`config.mk`:
```
export PLATFORM = sky130hd
export DESIGN_NAME = host_mem_window
export DESIGN_NICKNAME = d
export VERILOG_FILES = /design/src/rtl/host_mem_window.sv
export SDC_FILE = /design/constraint.sdc
export NUM_CORES = 1
export LEC_CHECK = 0
export CAP_MARGIN = 25
export CELL_PAD_IN_SITES_DETAIL_PLACEMENT = 1
export CELL_PAD_IN_SITES_GLOBAL_PLACEMENT = 2
export CORE_ASPECT_RATIO = 1.25
export CORE_UTILIZATION = 33
export DETAILED_ROUTE_END_ITERATION = 6
export DONT_BUFFER_PORTS = 1
export MAX_ROUTING_LAYER = met4
export PLACE_DENSITY_LB_ADDON = 0.1
export SLEW_MARGIN = 20
export SYNTH_ARGS = -nofsm -noshare
export SYNTH_HDL_FRONTEND = slang
export SYNTH_SLANG_ARGS = --single-unit
```
`constraint.sdc`:
```
create_clock -name clk -period 2.9 [get_ports clk]
set_clock_uncertainty 0.1 [all_clocks]
set_input_delay 0.725 -clock clk [delete_from_list [all_inputs] [get_ports clk]]
set_output_delay 0.725 -clock clk [all_outputs]
set_load 0.01 [all_outputs]
```
`src/rtl/host_mem_window.sv`:
```
module host_mem_window #(
  parameter int ADDR_W = 24,
  parameter int LOW_W  = 20,
  parameter int PAGE_W = 12,
  parameter logic [11:0] BASE_OFS = 12'h02C,
  parameter logic [11:0] CTL_OFS  = 12'h116
) (
  input  logic                     clk,
  input  logic                     rst_n,
  input  logic                     cfg_wr,
  input  logic [11:0]              cfg_addr,
  input  logic [31:0]              cfg_wdata,
  input  logic                     init_done,
  input  logic                     ext_present,
  input  logic                     ext_sel,
  input  logic                     ale,
  input  logic [ADDR_W-LOW_W-1:0]  la_hi,
  input  logic [LOW_W-1:0]         sa,
  input  logic                     chip_sel_n,
  input  logic                     mem_rd_n,
  input  logic                     mem_wr_n,
  input  logic                     low_rd_n,
  input  logic                     low_wr_n,
  output logic                     hit_o,
  output logic [PAGE_W-1:0]        off_o,
  output logic                     rd_o,
  output logic                     wr_o,
  output logic                     ext_cs_o,
  output logic [15:0]              stat_o
);
  localparam int LA_W   = ADDR_W - LOW_W;
  localparam int BASE_W = ADDR_W - PAGE_W;
  localparam int PG_W   = LOW_W - PAGE_W;
  localparam int EN_BIT   = 10;
  localparam int MODE_BIT = 9;
  localparam int ST_INIT  = 7;
  localparam int ST_EXT   = 11;

  logic [BASE_W-1:0] base_q;
  logic              en_q, wide_q;
  logic [LA_W-1:0]   la_q;
  logic              unused_bits;

  assign unused_bits = ^cfg_wdata;

  wire cfg_base = cfg_wr && (cfg_addr == BASE_OFS);
  wire cfg_ctl  = cfg_wr && (cfg_addr == CTL_OFS);

  wire page_match  = sa[LOW_W-1:PAGE_W] == base_q[PG_W-1:0];
  wire upper_match = la_q == base_q[BASE_W-1 -: LA_W];
  wire win_hit     = en_q && page_match && (wide_q ? upper_match : !chip_sel_n);
  wire rd_req      = wide_q ? !mem_rd_n : !low_rd_n;
  wire wr_req      = wide_q ? !mem_wr_n : !low_wr_n;

  always_ff @(posedge clk) begin
    if (!rst_n) begin
      base_q   <= '0;
      en_q     <= 1'b0;
      wide_q   <= 1'b0;
      la_q     <= '0;
      hit_o    <= 1'b0;
      off_o    <= '0;
      rd_o     <= 1'b0;
      wr_o     <= 1'b0;
      ext_cs_o <= 1'b0;
    end else begin
      if (cfg_base) base_q <= cfg_wdata[ADDR_W-1:PAGE_W];
      if (cfg_ctl) begin
        en_q   <= cfg_wdata[EN_BIT];
        wide_q <= cfg_wdata[MODE_BIT];
      end
      if (ale) la_q <= la_hi;
      hit_o    <= win_hit;
      off_o    <= win_hit ? sa[PAGE_W-1:0] : '0;
      rd_o     <= win_hit && init_done && rd_req;
      wr_o     <= win_hit && init_done && wr_req;
      ext_cs_o <= ext_sel && ext_present;
    end
  end

  always_comb begin
    stat_o          = '0;
    stat_o[ST_INIT] = init_done;
    stat_o[ST_EXT]  = ext_present;
  end
endmodule

```
-- After elaboration in Yosys (flattened, before gate mapping)
Index checks and enable logic that the tools add are counted.
W data, S select, Z words.
- equality and inequality tests: 4
- multiplexer cells: 3
- reduce and logical (&&, ||, !) cells: 14
- operator list (kind ; count):
    $eq A12 B6 Y1 const B ; 1
    $eq A12 B9 Y1 const B ; 1
    $eq A8 B8 Y1 ; 1
    $logic_and A1 B1 Y1 ; 8
    $logic_not A1 Y1 ; 5
    $eq A4 B4 Y1 ; 1
    $mux W1 ; 3
    $reduce_and A2 Y1 ; 1
- bits in registers: 34
- bits of input ports: 80
- output and inout bits: 32
- word-level logic and storage cells: 30

-- Logic depth before layout (Yosys ltp)
- depth in word-level cells: 5
- depth in mapped cells: 5
- mapped depth without buffers: 4

-- Worst setup path before layout
Ideal clock, no wire load.
- path type: input to register
- from: in cfg_addr[9]
- to: reg base_q[0]
- library setup time: 0.116 ns
- arrival time: 2.052 ns
- data required time: 2.684 ns
- slack: 0.632 ns
- stages on the path: 5
- buffers on the path: 1
- path through: or4b_4 nor4_4 buf_6 mux2i_1 nor2b_1
- longest elaborated chain between the ends: 2
- RTL lines (what ; line ; source):
    from (decl) ; 11 ; input logic [11:0] cfg_addr,
    $eq A12 B6 Y1 ; 46 ; wire cfg_base = cfg_wr && (cfg_addr == BASE_OFS);
    $logic_and A1 B1 Y1 ; 46 ;
    to (signal assigned) ; 67 ; if (cfg_base) base_q <= cfg_wdata[ADDR_W-1:PAGE_W];
    to (decl) ; 39 ; logic [BASE_W-1:0] base_q;
No other way between the ends.
A chain may end at the register's enable or synchronous reset.

-- Worst setup path after layout
- from: in cfg_addr[9]
- to: reg base_q[3]
Same word-level chain as after synthesis.

==> qor.yml <==
worst_hold_path:
  min_to: "base_q[5]"
  hold_depth: 2
  min_path_type: "reg2reg"
  worstHoldStart: "base_q[5]"
grt:
  grtUsageTotal_pct: 12.55
  antenna_found_initial: 0
  first_global_vias: 951
  grt_max_degree: 35
  grt_first_pass_wirelength_um: 4112
  grt_overflow: 0
drt:
  wl_per_cell_um: 14.89
  vias: 883
  ant_nets: 0
  wl_um: 2874
  route.detailed.drc: 0
  first_pass_iters: 3
  vias_per_cell: 4.575
  drt_first_iter_violations: 8
worst_setup_path:
  worstPathMaxFanout: 12
  crit_type: "in2reg"
  reg2reg_from: "la_q[3]"
  crit_path_top_delay_cell: "or4b_4"
  slowest_delay_ns: 0.54
  crit_chain: "or4b_4 -> nor4_4 -> buf_4 -> mux2i_1 -> nor2b_1"
  end_kind: "flop"
  reg2reg_to: "rd_o"
  reg2regPathDepth: 5
  critPathLaunchType: "input pin"
  worstPathRequired_ns: 2.97
  rrSetupSlack_ns: 1.29
  arrival_ns: 2.09
timing:
  fin_crit_sh_pct: 69.69
  rsz0062_at_grt: "no"
  tns_ns: 0
  fmax_mhz: 494.8
  slew_violations: 0
  hold_viol: 0
  finalSetupViolations: 0
  period_minus_slack_ns: 2.021
pwr:
  swShare_pct: 19.59
  power_leakage_uw: 0.0006058
  p_comb_share_pct: 3.9
  p_clk_share_pct: 43.9
  power.density_mw_per_mm2: 573.7
  intPower_uw: 728.4
  p_sw_uw: 177.5
  p_seq_share_pct: 52.3
  max-vdd-ir-drop_uv: 265.1
yosys:
  synth_seq_area_share_pct: 45.83
  yosys_warnings: 0
  syn_avg_cell_area_um2: 10.92
  async_flop_share_pct: 0
  netlist_area_mm2: 0.001485
  synth_seq_cells: 34
  ys.flop_type: "dfxtp_1"
  yosysUniqueCellTypes: 21
  syn_inst: 136
  synth-edff-count: 0
finish:
  stdcell_count: 193
  reg_top3: "base_q: 12 flops, off_o: 12 flops, la_q: 4 flops"
  syn_to_final_growth_pct: 6.318
  n_antenna_cell: 0
  drive_gt1_share_pct: 11.68
  final_net_count: 216
  fill_cells: 461
placed_design:
  gp_congestion: 0.6812
  port_buffers: 0
  dp_hpwl_um: 2218
  place_inst: 185
clocking:
  clk_pin_slew_ns: 0.07
  cts_tree: "built"
  cts_resized: 0
  cts_hold_buf: 0
  clock_path_buffers: 2
  htreeDepth: 2
  cts.root.buffer_cell: "clkbuf_8"
  cts.sinks: 34
  cts_buffers: 5
  post-cts-setup-buffers: 0
  worstSkewPairLatency_ns: 0.28
floorplan:
  die_h_um: 77.01
  die_area_mm2: 0.004775
  rows: 26
  ioPinCount: 112
  start_util_pct: 35.39
  core-area_mm2: 0.004197
  die_w_um: 62.01
outcome:
  status: "completed"
flow_run:
  max-cap-violations: 0
-- kinds of logic after synthesis --
group,share of synthesized area [%]
xor gates and xnor gates,7.077
and+or+nand+nor,22.24
AOI/OAI and AO/OA,1.011
other,0.2525
DFF,45.83
buffers and inverters,10.11
muxes,13.48
-- per-layer routing --
| layer | GRT usage (%) | vias up | share of wire, % |
|---|---|---|---|
| met3 | 4.722 | 4 | 8.4 |
| met2 | 22.13 | 45 | 56 |
| li1 | - | 429 | - |
| met4 | 6.000 | 0 | 1.5 |
| met1 | 11.06 | 405 | 34 |
| met5 | - | - | 0 |
-- critical path, delay by kind of cell --
kind                   cells  cell delay [ns]
buffers and inverters      1             0.28
multiplexers               1             0.21
AND/OR/NAND/NOR            3             0.86
-- power groups by stage --
stage          clock, uW  sequential (uW)  combinational [uW]
2_1_floorplan          0              483                52.8
3_3_place_gp           0              484                33.9
3_5_place_dp           0              484                34.8
4_1_cts              414              473                34.9
5_1_grt              435              473                37.9
6_report             397              474                34.9
-- worst max path at each step --
stage,from,to
floorplan,cfg_addr[9],base_q[0]
global placement,cfg_addr[9],base_q[0]
detailed placement,cfg_addr[9],base_q[4]
CTS,cfg_addr[9],base_q[4]
global route,cfg_addr[9],base_q[0]
finish,cfg_addr[9],base_q[3]
-- synthesized netlist by cell type, drive strengths merged, types with 2 or more instances --
cell type	n	share of area (%)
dfxtp	34	46
mux2i	20	13
nor2b	18	7.6
buf	17	8.8
and3	13	5.5
xnor2	12	7.1
clkbuf	5	1.3
and4	2	1.2
nand3	2	0.67
nand4	2	0.84
or4b	2	1.9
-- cell usage in the layout, fill, tap and decap left out, drive strengths merged, types with 2 or more instances in the layout --
cell    count
nor2b      18
xnor2      12
clkbuf      8
and3       13
mux2i      20
or4b        2
and4        2
buf         2
nand3       2
nand4       2
conb       14
dfxtp      34
-- final cells by class --
class                           instances  area (um^2)  share of cell area (%)
Timing Repair Buffer                    2        15.01                  0.9509
Sequential cell                        34        680.7                   43.11
Clock buffer                            8        110.1                   6.973
Tap cell                               56        70.07                   4.437
Multi-Input combinational cell         93        703.2                   44.53
-- through the flow --
| stage | instance area, um^2 | utilization (%) | hold WS (ns) | setup slack [ns] | power [uW] |
|---|---|---|---|---|---|
| 2_1_floorplan | 1534 | - | 0.3853 | 0.6322 | 536.3 |
| 3_3_place_gp | 1469 | 35.00 | 0.4165 | 0.5969 | 517.8 |
| 3_5_place_dp | 1469 | 35.00 | 0.4278 | 0.5669 | 518.9 |
| 4_1_cts | 1579 | 37.63 | 0.4397 | 0.8733 | 922.0 |
| 5_1_grt | 1579 | 37.63 | 0.4628 | 0.8156 | 946.7 |
| 6_report | 1579 | 37.63 | 0.4327 | 0.8790 | 905.8 |
(Power assumes the default switching activity.)
